--- src/rtl/pflash_pkg.sv ---
package pflash_pkg;

  typedef enum logic [2:0] {
    BM_POWERDOWN,
    BM_STANDBY,
    BM_READ,
    BM_OUTOFF,
    BM_WRITE,
    BM_ILLEGAL
  } bus_mode_e;

  typedef enum logic [2:0] {
    CS_IDLE,
    CS_PROG_DATA,
    CS_ERASE_CONF,
    CS_PROG_BUSY,
    CS_ERASE_BUSY
  } cmd_state_e;

  localparam logic [7:0] OP_READ_ARRAY  = 8'hFF;
  localparam logic [7:0] OP_READ_STATUS = 8'h70;
  localparam logic [7:0] OP_CLEAR_STAT  = 8'h50;
  localparam logic [7:0] OP_PROGRAM     = 8'h40;
  localparam logic [7:0] OP_ERASE       = 8'h20;
  localparam logic [7:0] OP_CONFIRM     = 8'hD0;

  // address window check: boot area starts higher than user area
  function automatic logic addr_ok(input logic boot, input logic [31:0] a,
                                   input logic [31:0] user_base,
                                   input logic [31:0] boot_base);
    return boot ? (a >= boot_base) : (a >= user_base);
  endfunction

  // block numbering: user low half 0, user high half 1, boot 2
  function automatic logic [1:0] block_of(input logic boot, input logic [31:0] a,
                                          input logic [31:0] split);
    if (boot) return 2'd2;
    return (a >= split) ? 2'd1 : 2'd0;
  endfunction

  function automatic logic [7:0] make_status(input logic ready, input logic e_err,
                                             input logic p_err);
    return {ready, 1'b0, e_err, p_err, 4'b0000};
  endfunction

endpackage

--- src/rtl/pflash_sync.sv ---
module pflash_sync #(
  parameter int unsigned W      = 1,
  parameter int unsigned STAGES = 2,
  parameter logic [W-1:0] RST_VAL = '0
) (
  input  logic         clk,
  input  logic         rst_n,
  input  logic [W-1:0] d,
  output logic [W-1:0] q
);
  logic [W-1:0] stg [STAGES];

  always_ff @(posedge clk or negedge rst_n) begin
    if (!rst_n) begin
      for (int i = 0; i < int'(STAGES); i++) stg[i] <= RST_VAL;
    end else begin
      stg[0] <= d;
      for (int i = 1; i < int'(STAGES); i++) stg[i] <= stg[i-1];
    end
  end

  assign q = stg[STAGES-1];
endmodule

--- src/rtl/pflash_mode_dec.sv ---
module pflash_mode_dec
  import pflash_pkg::*;
(
  input  logic      clk,
  input  logic      rst_n,
  input  logic      ce_n,
  input  logic      oe_n,
  input  logic      we_n,
  input  logic      pd_n,
  output bus_mode_e mode,
  output logic      wr_stb
);
  logic en_n, en_q;

  always_comb begin
    if (!pd_n)                 mode = BM_POWERDOWN;
    else if (ce_n)             mode = BM_STANDBY;
    else if (!we_n &&  oe_n)   mode = BM_WRITE;
    else if ( we_n && !oe_n)   mode = BM_READ;
    else if ( we_n &&  oe_n)   mode = BM_OUTOFF;
    else                       mode = BM_ILLEGAL;
  end

  // combined enable: goes high at whichever of we_n / ce_n rises first
  assign en_n = we_n | ce_n;

  always_ff @(posedge clk or negedge rst_n) begin
    if (!rst_n) en_q <= 1'b1;
    else        en_q <= en_n;
  end

  assign wr_stb = !en_q && en_n && oe_n && pd_n;
endmodule

--- src/rtl/pflash_cmd_ctrl.sv ---
module pflash_cmd_ctrl
  import pflash_pkg::*;
#(
  parameter int unsigned ADDR_W       = 16,
  parameter int unsigned DATA_W       = 8,
  parameter int unsigned USER_BASE    = 32'h1000,
  parameter int unsigned BOOT_BASE    = 32'hF000,
  parameter int unsigned USER_SPLIT   = 32'h8000,
  parameter int unsigned PROG_CYCLES  = 40,
  parameter int unsigned ERASE_CYCLES = 100
) (
  input  logic              clk,
  input  logic              rst_n,
  input  logic              pd_active,
  input  logic              wr_stb,
  input  logic [ADDR_W-1:0] wr_addr,
  input  logic [DATA_W-1:0] wr_data,
  input  logic              wr_area,
  output logic              rd_status,
  output logic [7:0]        status,
  output logic              busy,
  output logic              array_prog,
  output logic              array_erase,
  output logic [ADDR_W-1:0] array_waddr,
  output logic [DATA_W-1:0] array_wdata,
  output logic [1:0]        array_blk,
  output logic              blk_invalid
);
  localparam int unsigned MAXC = (ERASE_CYCLES > PROG_CYCLES) ? ERASE_CYCLES : PROG_CYCLES;
  localparam int unsigned CNT_W = $clog2(MAXC + 1);

  cmd_state_e         state;
  logic [CNT_W-1:0]   cnt;
  logic               err_p, err_e;
  logic               in_range;
  logic [1:0]         blk_n;
  logic [7:0]         cmd;

  assign cmd      = 8'(wr_data);
  assign in_range = addr_ok(wr_area, 32'(wr_addr), USER_BASE, BOOT_BASE);
  assign blk_n    = block_of(wr_area, 32'(wr_addr), USER_SPLIT);
  assign busy     = (state == CS_PROG_BUSY) || (state == CS_ERASE_BUSY);
  assign status   = make_status(!busy, err_e, err_p);

  always_ff @(posedge clk or negedge rst_n) begin
    if (!rst_n) begin
      state       <= CS_IDLE;
      cnt         <= '0;
      err_p       <= 1'b0;
      err_e       <= 1'b0;
      rd_status   <= 1'b0;
      array_prog  <= 1'b0;
      array_erase <= 1'b0;
      array_waddr <= '0;
      array_wdata <= '0;
      array_blk   <= '0;
      blk_invalid <= 1'b0;
    end else if (pd_active) begin
      blk_invalid <= busy;
      state       <= CS_IDLE;
      cnt         <= '0;
      err_p       <= 1'b0;
      err_e       <= 1'b0;
      rd_status   <= 1'b0;
      array_prog  <= 1'b0;
      array_erase <= 1'b0;
    end else begin
      blk_invalid <= 1'b0;
      array_prog  <= 1'b0;
      array_erase <= 1'b0;
      case (state)
        CS_IDLE: if (wr_stb) begin
          case (cmd)
            OP_READ_ARRAY:  rd_status <= 1'b0;
            OP_READ_STATUS: rd_status <= 1'b1;
            OP_CLEAR_STAT: begin
              err_p <= 1'b0;
              err_e <= 1'b0;
            end
            OP_PROGRAM: begin
              rd_status <= 1'b1;
              state     <= CS_PROG_DATA;
            end
            OP_ERASE: begin
              rd_status <= 1'b1;
              state     <= CS_ERASE_CONF;
            end
            default: ;
          endcase
        end
        CS_PROG_DATA: if (wr_stb) begin
          if (in_range) begin
            array_prog  <= 1'b1;
            array_waddr <= wr_addr;
            array_wdata <= wr_data;
            array_blk   <= blk_n;
            cnt         <= CNT_W'(PROG_CYCLES - 1);
            state       <= CS_PROG_BUSY;
          end else begin
            err_p <= 1'b1;
            state <= CS_IDLE;
          end
        end
        CS_ERASE_CONF: if (wr_stb) begin
          if (cmd != OP_CONFIRM) begin
            err_p <= 1'b1;
            err_e <= 1'b1;
            state <= CS_IDLE;
          end else if (in_range) begin
            array_erase <= 1'b1;
            array_waddr <= wr_addr;
            array_blk   <= blk_n;
            cnt         <= CNT_W'(ERASE_CYCLES - 1);
            state       <= CS_ERASE_BUSY;
          end else begin
            err_e <= 1'b1;
            state <= CS_IDLE;
          end
        end
        CS_PROG_BUSY, CS_ERASE_BUSY: begin
          if (wr_stb && cmd == OP_READ_STATUS) rd_status <= 1'b1;
          if (cnt == '0) state <= CS_IDLE;
          else           cnt   <= cnt - 1'b1;
        end
        default: state <= CS_IDLE;
      endcase
    end
  end
endmodule

--- src/rtl/pflash_bus_ctrl.sv ---
module pflash_bus_ctrl
  import pflash_pkg::*;
#(
  parameter int unsigned ADDR_W       = 16,
  parameter int unsigned DATA_W       = 8,
  parameter int unsigned SYNC_STAGES  = 2,
  parameter int unsigned USER_BASE    = 32'h1000,
  parameter int unsigned BOOT_BASE    = 32'hF000,
  parameter int unsigned USER_SPLIT   = 32'h8000,
  parameter int unsigned PROG_CYCLES  = 40,
  parameter int unsigned ERASE_CYCLES = 100
) (
  input  logic              clk,
  input  logic              rst_n,
  input  logic              ce_n,
  input  logic              oe_n,
  input  logic              we_n,
  input  logic              pd_n,
  input  logic              area_sel,
  input  logic [ADDR_W-1:0] addr,
  input  logic [DATA_W-1:0] dq_in,
  output logic [DATA_W-1:0] dq_out,
  output logic              dq_oe,
  output logic [ADDR_W-1:0] array_raddr,
  input  logic [DATA_W-1:0] array_rdata,
  output logic [ADDR_W-1:0] array_waddr,
  output logic [DATA_W-1:0] array_wdata,
  output logic              array_prog,
  output logic              array_erase,
  output logic [1:0]        array_blk,
  output logic              blk_invalid
);
  localparam int unsigned CTL_W = 5;
  localparam int unsigned DAT_W = ADDR_W + DATA_W;

  logic [CTL_W-1:0] ctl_s;
  logic [DAT_W-1:0] dat_s;
  logic s_ce_n, s_oe_n, s_we_n, s_pd_n, s_area;
  logic [ADDR_W-1:0] s_addr;
  logic [DATA_W-1:0] s_dq;
  bus_mode_e mode_w;
  logic wr_stb_w, rd_status_w, busy_w;
  logic [7:0] status_w;

  pflash_sync #(.W(CTL_W), .STAGES(SYNC_STAGES), .RST_VAL(5'b01111)) ctl_sync_i (
    .clk(clk), .rst_n(rst_n),
    .d({area_sel, pd_n, we_n, oe_n, ce_n}), .q(ctl_s));

  pflash_sync #(.W(DAT_W), .STAGES(SYNC_STAGES), .RST_VAL('0)) dat_sync_i (
    .clk(clk), .rst_n(rst_n), .d({addr, dq_in}), .q(dat_s));

  assign {s_area, s_pd_n, s_we_n, s_oe_n, s_ce_n} = ctl_s;
  assign {s_addr, s_dq} = dat_s;

  pflash_mode_dec mode_i (
    .clk(clk), .rst_n(rst_n), .ce_n(s_ce_n), .oe_n(s_oe_n), .we_n(s_we_n),
    .pd_n(s_pd_n), .mode(mode_w), .wr_stb(wr_stb_w));

  pflash_cmd_ctrl #(
    .ADDR_W(ADDR_W), .DATA_W(DATA_W), .USER_BASE(USER_BASE), .BOOT_BASE(BOOT_BASE),
    .USER_SPLIT(USER_SPLIT), .PROG_CYCLES(PROG_CYCLES), .ERASE_CYCLES(ERASE_CYCLES)
  ) cmd_i (
    .clk(clk), .rst_n(rst_n), .pd_active(!s_pd_n), .wr_stb(wr_stb_w),
    .wr_addr(s_addr), .wr_data(s_dq), .wr_area(s_area),
    .rd_status(rd_status_w), .status(status_w), .busy(busy_w),
    .array_prog(array_prog), .array_erase(array_erase),
    .array_waddr(array_waddr), .array_wdata(array_wdata),
    .array_blk(array_blk), .blk_invalid(blk_invalid));

  assign array_raddr = s_addr;
  assign dq_oe       = (mode_w == BM_READ);
  assign dq_out      = rd_status_w ? DATA_W'(status_w) : array_rdata;
endmodule

--- config.mk ---
export PLATFORM = sky130hd
export DESIGN_NAME = pflash_bus_ctrl
export DESIGN_NICKNAME = d
export VERILOG_FILES = /design/src/rtl/pflash_pkg.sv /design/src/rtl/pflash_sync.sv /design/src/rtl/pflash_mode_dec.sv /design/src/rtl/pflash_cmd_ctrl.sv /design/src/rtl/pflash_bus_ctrl.sv
export SDC_FILE = /design/constraint.sdc
export NUM_CORES = 1
export LEC_CHECK = 0
export BUFFER_PORTS_ARGS = -buffer_cell sky130_fd_sc_hd__buf_2
export CAP_MARGIN = 20
export CORE_AREA = 10 10 131 133
export DETAILED_ROUTE_END_ITERATION = 10
export DIE_AREA = 0 0 141 143
export SYNTH_ARGS = -nofsm -noshare
export SYNTH_HDL_FRONTEND = slang
export SYNTH_HIERARCHICAL = 1
export SYNTH_SLANG_ARGS = --single-unit
--- constraint.sdc ---
create_clock -name clk -period 4.13 [get_ports clk]
set_clock_uncertainty 0.2 [all_clocks]
set_input_delay 0.826 -clock clk [delete_from_list [all_inputs] [get_ports clk]]
set_output_delay 0.826 -clock clk [all_outputs]
set_load 0.03 [all_outputs]
==> results.ini, run 1 <==
[setup_path]
r2r-end=cmd_i/array_waddr[14]
crit_start=cmd_i/state[2]
r2r_start=ctl_sync_i/q[2]
rrSetupSlack_ns=1.46
cp_max_fo=14
cp-end-kind=output port
crit_path_max_incr_delay_ns=0.61
cp.required_ns=3.10
worst_path_max_delay_cell=dfrtp_1
crit_chain=nor3b_1 > nor2_1 > mux2_4 > buf_2
r2r_cells=5
start_kind=flip-flop
crit_type=flip-flop to output port
critPathTopFamily=flip-flops
crit_buf_inv=1
cp.arrival_ns=1.91

[min_path]
hold_start=dat_sync_i/stg[28]
min_to=dat_sync_i/q[4]
hold_depth=0
hold_class=flip-flop to flip-flop

[global_routing]
grt_pass1_wl_um=13900
grt_max_degree=61
antenna_found_initial=0
overflow=0
grt_pass1_vias=2665
track_usage=0.0860

[clock_tree]
post_cts_resized=0
cts_buffer_depth=2
clk_latency_ns=0.34
clock_tree.root_cell=clkbuf_16
cts_tree=yes
post_cts_buffers=0
clkTransAtPathRegs_ns=0.07
clock_sinks=101
htree_levels=3
cts_buffers=9
postCtsHoldBufs=0

[yosys]
netlist_top_cells_area=dfrtp_1 (55%), mux2_4 (7.2%), buf_4 (6.5%)
ys.flop_type=dfrtp_1
yosysTopAreaCell=dfrtp_1
ys_ff_latch=101
synth_warnings=6
postSynthCellCount=307
syn-mean-instance-area_um2=13.6
async_flop_share=1.00
ys_types=58
ys_seq_area_frac=0.609
synth.most_common_cell=dfrtp_1
syn_area_um2=4170
synth_edf_count=0
synth_common_cells=dfrtp_1 (92), buf_4 (36), mux2_4 (20)
synth_top_area_share=0.552

[floorplan]
pin_count=93
num_rows=44
die_w_um=141
dieArea_um2=20200
core_um2=14400
initial_core_util=0.289
die_height_um=143

[place]
place.detailed.hpwl_um=6360
gp_congestion=0.832
place_ws_ns=1.47
io_buffers=92

[timing]
fin_ws_ns=1.20
slew_violations=0
period_share=0.711
max_slew.worst_pin.slew_ns=0.946
maxSlewHeadroom=0.369
whs_ns=0.148
rsz0062_at_grt=no
setup-tns-final_ns=0
hold_viol=0
clock.fmax_ghz=0.341
finalCriticalPeriod_ns=2.93
setup_viol=0

[route]
met2WireLength_um=3710
drt-met1-wl_um=3540
wl_um=8430
wire_per_inst_um=15.1
vias=2460
vias_per_cell=4.40
met3_length_um=1040
dr.pass1.iters=4
ant_nets=0
drt_iter0_markers=134
drc=0
top_layer_used=met4

[flow_run]
max_cap_viol_count=0

[pwr]
total_power_mw=2.47
power_density_nw_per_um2=507
p_leak_nw=2.38
vdd_ir_drop_max_v=0.000284

[finish]
diodes=0
fillCellCount=1439
drive_above_1_share=0.443
syn2layout_area_growth_pct=16.8
utilization=0.337
nets=411

[status]
outcome=finished, final reports clean

-- worst register-to-register path, stage by stage (launching register included) --
cell,delay [ns]
dfstp_2,0.55
or2_1,0.12
and4b_1,0.40
nand2_1,0.18
a211o_1,0.66
mux2_4,0.44
-- worst max path at each step --
| stage | cells after the start | endpoint | slack, ns |
|---|---|---|---|
| floorplan | 4 | dq_oe | 1.54 |
| global placement | 5 | cmd_i/array_waddr[3] | 1.53 |
| detailed placement | 5 | cmd_i/array_waddr[1] | 1.47 |
| CTS | 4 | dq_out[7] | 1.19 |
| global route | 4 | dq_out[7] | 1.05 |
| finish | 4 | dq_out[7] | 1.20 |
-- metrics by stage --
stage / cell area, µm² / std cells
after global placement: 4560 / 543
after global routing: 4870 / 559
after detailed placement: 4560 / 543
after floorplan: 4180 / 311
after CTS: 4870 / 559
final: 4870 / 559
-- cells in the final DEF (no fill, tap or decap), drive strengths merged, types with 7 or more instances in the layout --
cell type / Yosys / routed
o21ai: 7 / 7
clkbuf: 5 / 10
dfstp: 9 / 9
inv: 9 / 12
dfrtp: 92 / 92
mux2: 38 / 38
nand2: 10 / 10
nor2: 15 / 15
buf: 41 / 94
-- cells by family after synthesis --
logic type               Yosys count  share of synthesized area
multiplexers                      39                      0.123
XOR/XNOR                           4                    0.00841
adder cells (fa/ha/maj)            3                    0.00841
AO/OA/AOI/OAI                     36                     0.0633
AND/OR/NAND/NOR                   68                     0.0988
buffers and inverters             55                     0.0880
flip-flops                       101                      0.609
other                              1                   0.000900
-- layer usage --
layer,vias to the layer above,track usage
met3,11,0.0514
met2,103,0.126
met4,0,0.0370
met1,1179,0.0992
met5,-,0
li1,1167,-
-- where the power goes --
| group | leakage, nW | total (mW) | internal, mW | switching [mW] |
|---|---|---|---|---|
| clock network | 0.150 | 0.857 | 0.491 | 0.365 |
| logic | 0.993 | 0.446 | 0.172 | 0.274 |
| registers | 1.24 | 1.17 | 1.09 | 0.0746 |
-- state kept, by name (all words and copies together) (netlist names), 2 cells and up --
signal	cells
cmd_i/cnt	7
ctl_sync_i/q	5
cmd_i/array_blk	2
cmd_i/array_wdata	8
cmd_i/array_waddr	16
ctl_sync_i/stg	5
cmd_i/state	3
dat_sync_i/stg	24
dat_sync_i/q	24
-- final cells by class --
| cell class | count | area (µm²) | share of cell area |
|---|---|---|---|
| clock buffer | 10 | 239 | 0.0491 |
| clock inverter | 6 | 68.8 | 0.0141 |
| inverter | 9 | 33.8 | 0.00694 |
| multi-input combinational | 155 | 1280 | 0.263 |
| sequential | 101 | 2540 | 0.522 |
| tap | 184 | 230 | 0.0473 |
| timing repair buffer | 94 | 478 | 0.0982 |
Note: power is estimated with default switching activity, not from simulation.
==> run 2, diff against run 1 <==
==> constraint.sdc (replaced) <==
create_clock -name clk -period 2.5 [get_ports clk]
set_clock_uncertainty 0.2 [all_clocks]
set_input_delay 0.5 -clock clk [delete_from_list [all_inputs] [get_ports clk]]
set_output_delay 0.5 -clock clk [all_outputs]
set_load 0.03 [all_outputs]
==> run 2 against run 1 <==
Clock-buffer cell count up 1. Die area is the same. Sequential power increased by 65%. Clock power increased by 53%. Register-to-register slack worse by 1.3 ns. Highest routed layer unchanged.
==> results.ini, run 2 (synthesis gave the netlist of run 1 again) <==
[floorplan]
pin_count=93
die_height_um=143
num_rows=44
initial_core_util=0.289
die_w_um=141
core_um2=14400
dieArea_um2=20200

[timing]
whs_ns=0.0555
slew_violations=0
maxSlewHeadroom=0.669
finalCriticalPeriod_ns=2.40
setup_viol=0
period_share=0.959
max_slew.worst_pin.slew_ns=0.491
rsz0062_at_grt=no
setup-tns-final_ns=0
hold_viol=0
clock.fmax_ghz=0.417

[finish]
postLayoutCellArea_um2=4920
nets=419
fillCellCount=1426
final_cell_mix=buf_2 (91), dfrtp_1 (89), mux2_4 (20)
diodes=0
syn2layout_area_growth_pct=18.1
multi_input_area_um2=1280
drive_above_1_share=0.460
register_area_um2=2540
utilization=0.341
mostFrequentLayoutCell=buf_2

[route]
drt_iter0_markers=96
wire_per_inst_um=15.4
drc=0
ant_nets=0
vias_per_cell=4.42
vias=2504
wl_um=8720
dr.pass1.iters=4

[global_routing]
track_usage=0.0859
overflow=0
grt_pass1_wl_um=14000
grt_pass1_vias=2708
antenna_found_initial=0
grt_max_degree=40

[clock_tree]
clock_sinks=101
cts_buffer_depth=2
clkTransAtPathRegs_ns=0.07
cts_buffers=9
cts_tree=yes
htree_levels=3
clk_latency_ns=0.34
clock_tree.root_cell=clkbuf_16

[place]
place.detailed.hpwl_um=6540
placed_cell_area_um2=4620
io_buffers=92
gp_congestion=0.855

[setup_path]
crit_chain=nor3b_1 > nor2_1 > mux2_4 > buf_2
rrSetupSlack_ns=0.14
cp.arrival_ns=1.70
r2r_start=cmd_i/cnt[0]
cp.required_ns=1.80
worst_path_max_delay_cell=dfrtp_2
r2r-end=cmd_i/cnt[2]
start_kind=flip-flop
crit_type=flip-flop to output port
cp-end-kind=output port
r2r_cells=7
crit_buf_inv=1
critPathTopFamily=flip-flops
crit_path_max_incr_delay_ns=0.51
cp_max_fo=15
critical_path_depth=4

[min_path]
min_to=ctl_sync_i/stg[5]
hold_start=ce_n
hold_class=primary input to flip-flop
hold_depth=1

[pwr]
vdd_ir_drop_max_v=0.000470
power_density_nw_per_um2=809
p_leak_nw=2.41

[flow_run]
max_cap_viol_count=0

[status]
outcome=finished, final reports clean

## run 2: what timing repair did
item / in CTS / in global routing
pin swaps: 0 / 1
hold buffers: 1 / 0
setup endpoints to repair: 1 / 6
setup buffers: 0 / 1
resized for setup: 2 / 2
hold endpoints to repair: 33 / 0
## run 2: how the worst max path moves through the flow
stage | start | to | slack, ns
3_5_place_dp | ctl_sync_i/q[2] | cmd_i/cnt[2] | 0.11
6_report | cmd_i/state[0] | dq_out[7] | 0.10
4_1_cts | cmd_i/state[1] | dq_out[7] | 0.04
3_3_place_gp | ctl_sync_i/q[2] | cmd_i/cnt[2] | 0.19
2_1_floorplan | ctl_sync_i/q[2] | cmd_i/cnt[2] | 0.03
5_1_grt | ctl_sync_i/q[2] | cmd_i/cnt[2] | 0.02
## run 2: area by class of cell
type | instances | area share
clock buffer | 11 | 0.0493
clock inverter | 5 | 0.00814
inverter | 9 | 0.00686
multi-input combinational | 155 | 0.260
sequential | 101 | 0.517
tap | 184 | 0.0468
timing repair buffer | 102 | 0.112
## run 2: metal layers
metal  wire length (µm)  track usage  part of all wire
met4                217       0.0429             0.025
met2               3950        0.132              0.45
met5                  0            0                 0
met3                932       0.0378              0.11
met1               3610        0.101              0.41
## run 2: power by group
| group | switching, mW | internal (mW) | total [mW] |
|---|---|---|---|
| Combinational | 0.450 | 0.295 | 0.746 |
| Clock | 0.597 | 0.713 | 1.31 |
| Sequential | 0.124 | 1.80 | 1.93 |
| Total | 1.17 | 2.81 | 3.98 |
## run 2: worst register-to-register path, stage by stage (launching register included)
cell,delay (ns)
dfrtp_1,0.41
inv_1,0.10
ha_1,0.16
or4b_1,0.47
o31ai_2,0.23
o221ai_2,0.18
nor2b_4,0.18
mux2_1,0.33
## run 2: per-stage QoR
| step | instances | worst slack, ns | power (mW) |
|---|---|---|---|
| after floorplan | 311 | 0.0337 | 2.48 |
| after global placement | 549 | 0.186 | 2.69 |
| after detailed placement | 549 | 0.110 | 2.71 |
| after CTS | 566 | 0.0399 | 4.05 |
| after global routing | 567 | 0.0217 | 4.18 |
| final | 567 | 0.102 | 3.98 |
==> run 3, diff against run 2 <==
--- a/config.mk
+++ b/config.mk
@@ -5,11 +5,12 @@
 export SDC_FILE = /design/constraint.sdc
 export NUM_CORES = 1
 export LEC_CHECK = 0
+export ABC_AREA = 1
 export BUFFER_PORTS_ARGS = -buffer_cell sky130_fd_sc_hd__buf_2
 export CAP_MARGIN = 20
-export CORE_AREA = 10 10 131 133
+export CORE_AREA = 10 10 132 134
 export DETAILED_ROUTE_END_ITERATION = 10
-export DIE_AREA = 0 0 141 143
+export DIE_AREA = 0 0 142 144
 export SYNTH_ARGS = -nofsm -noshare
 export SYNTH_HDL_FRONTEND = slang
 export SYNTH_HIERARCHICAL = 1
==> run 3 against run 2 <==
Non-clock buffer count is 4 lower. Setup slack better by 0.030 ns. Final area is 1.3% higher. Combinational power is 37% higher. Routed wire length is 5.7% higher. Total power is 13% higher. Synthesized cell count is 46% higher. Die area is 1.4% higher. Clock power is 15% higher. Clock-buffer cell count is 1 lower. Critical endpoint unchanged.
==> results.ini, run 3 <==
[status]
outcome=finished, final reports clean

[timing]
rsz0062_at_grt=no
setup-tns-final_ns=0
hold_viol=0
setup_viol=0
slew_violations=0
period_share=0.947
clock.fmax_ghz=0.422
finalCriticalPeriod_ns=2.37

[setup_path]
cp-end-kind=output port
worst_path_max_delay_cell=dfrtp_2
cp.arrival_ns=1.67
start_kind=flip-flop
r2r-end=cmd_i/rd_status
crit_path_frequent_cell=nand2_1
crit_chain=nor2_4 > nand2_1 > nand2_2 > inv_1 > nand2_1 > nand2_1 > buf_2
rrSetupSlack_ns=0.16
r2r_cells=7
crit_path_max_incr_delay_ns=0.46
critPathTopFamily=simple AND/OR/NAND/NOR gates
crit_type=flip-flop to output port
r2r_start=ctl_sync_i/q[3]
crit_buf_inv=2
cp_max_fo=7
cp.required_ns=1.80

[floorplan]
die_height_um=144
initial_core_util=0.283
dieArea_um2=20400
pin_count=93
core_um2=14900
num_rows=45
die_w_um=142

[finish]
diodes=0
final_cell_mix=nand2_1 (140), dfrtp_1 (91), buf_2 (91)
nets=559
utilization=0.335
mostFrequentLayoutCell=nand2_1
syn2layout_area_growth_pct=18.6
drive_above_1_share=0.273
fillCellCount=1560

[route]
dr.pass1.iters=4
ant_nets=0
drc=0
wire_per_inst_um=13.0
vias_per_cell=4.14
drt_iter0_markers=130
vias=2943
wl_um=9210

[yosys]
synth_warnings=6
netlist_top_cells_area=dfrtp_1 (55%), nand2_1 (13%), buf_4 (6.6%)
synth.most_common_cell=nand2_1
syn_area_um2=4200
postSynthCellCount=448
ys_seq_area_frac=0.604
synth_top_area_share=0.548
async_flop_share=1.00
syn-mean-instance-area_um2=9.38
synth_edf_count=0
synth_common_cells=nand2_1 (140), dfrtp_1 (92), inv_1 (40)
yosysTopAreaCell=dfrtp_1
ys.flop_type=dfrtp_1
ys_types=27
ys_ff_latch=101

[global_routing]
track_usage=0.0903
grt_max_degree=67
overflow=0
antenna_found_initial=0
grt_pass1_vias=3013
grt_pass1_wl_um=15100

[min_path]
hold_class=primary input to flip-flop
min_to=dat_sync_i/stg[37]
hold_start=addr[5]
hold_depth=1

[pwr]
total_power_mw=4.48
vdd_ir_drop_max_v=0.000449
p_leak_nw=2.64
power_density_nw_per_um2=899

[clock_tree]
htree_levels=3
clk_latency_ns=0.34
cts_buffer_depth=2
cts_buffers=9
clkTransAtPathRegs_ns=0.07
post_cts_buffers=0
clock_sinks=101
cts_tree=yes
clock_tree.root_cell=clkbuf_16

[place]
io_buffers=92
gp_congestion=0.876
place.detailed.hpwl_um=6970

[flow_run]
max_cap_viol_count=0

==> run 3: cell types whose count changed in the layout (fill, tap and decap cells not counted), moves of 5 or more <==
cell / before / now
nand2_1: 10 / 140
inv_1: 9 / 40
nand3_1: 6 / 28
mux2_4: 20 / 0
nor2_1: 14 / 34
mux2_2: 17 / 0
o21ai_1: 0 / 10
nand2_2: 0 / 5
==> run 3: power by group <==
| part | switching (mW) | internal [mW] | total [mW] |
|---|---|---|---|
| Clock | 0.591 | 0.911 | 1.50 |
| Combinational | 0.703 | 0.313 | 1.02 |
| Sequential | 0.137 | 1.83 | 1.97 |
==> run 3: worst max path at each step <==
stage	start	endpoint	cells after the start	slack [ns]
2_1_floorplan	ctl_sync_i/q[3]	cmd_i/array_blk[0]	9	0.40
3_3_place_gp	ctl_sync_i/q[3]	cmd_i/rd_status	7	0.28
3_5_place_dp	ctl_sync_i/q[3]	cmd_i/rd_status	7	0.23
4_1_cts	cmd_i/state[0]	dq_out[7]	7	0.03
5_1_grt	cmd_i/state[2]	dq_out[7]	7	0.01
6_report	cmd_i/state[0]	dq_out[7]	7	0.13
==> run 3: repair_timing <==
item	in CTS	in global routing
resized for setup	0	2
hold buffers	1	0
endpoints found under the setup margin	0	1
endpoints found under the hold margin	9	0
==> run 3: kinds of logic after synthesis <==
logic type	Yosys count	synth area share
buffers and inverters	87	0.118
AO/OA/AOI/OAI	28	0.0351
adder cells (fa/ha/maj)	2	0.00595
AND/OR/NAND/NOR	228	0.234
flip-flops	101	0.604
XOR/XNOR	1	0.00208
other	1	0.000892
==> run 3: stage by stage <==
stage	area [µm²]	instances	hold WS (ns)	worst slack [ns]
3_5_place_dp	4640	694	0.135	0.232
6_report	4990	711	0.0616	0.133
4_1_cts	4980	711	0.0519	0.0331
3_3_place_gp	4640	694	0.132	0.279
2_1_floorplan	4220	452	0.00441	0.397
5_1_grt	4990	711	0.0489	0.0146
==> run 3: routing by layer <==
layer  global-route usage  vias to the layer above  wire, µm  share of wire
met5                    0                        -         0              0
met4               0.0285                        0        96          0.010
met3               0.0312                       11       651          0.071
met2                0.145                       78      4430           0.48
met1                0.111                     1370      4030           0.44
li1                     -                     1484         -              -
==> run 3: final cells by class <==
cell class	count	area [µm²]	share of cell area
timing repair buffer	98	523	0.105
multi-input combinational	264	1190	0.239
clock inverter	6	93.8	0.0188
sequential	101	2540	0.509
tap	188	235	0.0472
inverter	44	165	0.0331
clock buffer	10	239	0.0479
==> run 3: worst reg2reg max path: stages, from the launching register on <==
cell     delay (ns)
dfstp_2        0.54
nand2_1        0.06
nor3_1         0.37
inv_1          0.27
nor3_1         0.32
nand4_1        0.16
o21ai_0        0.18
a21oi_1        0.09
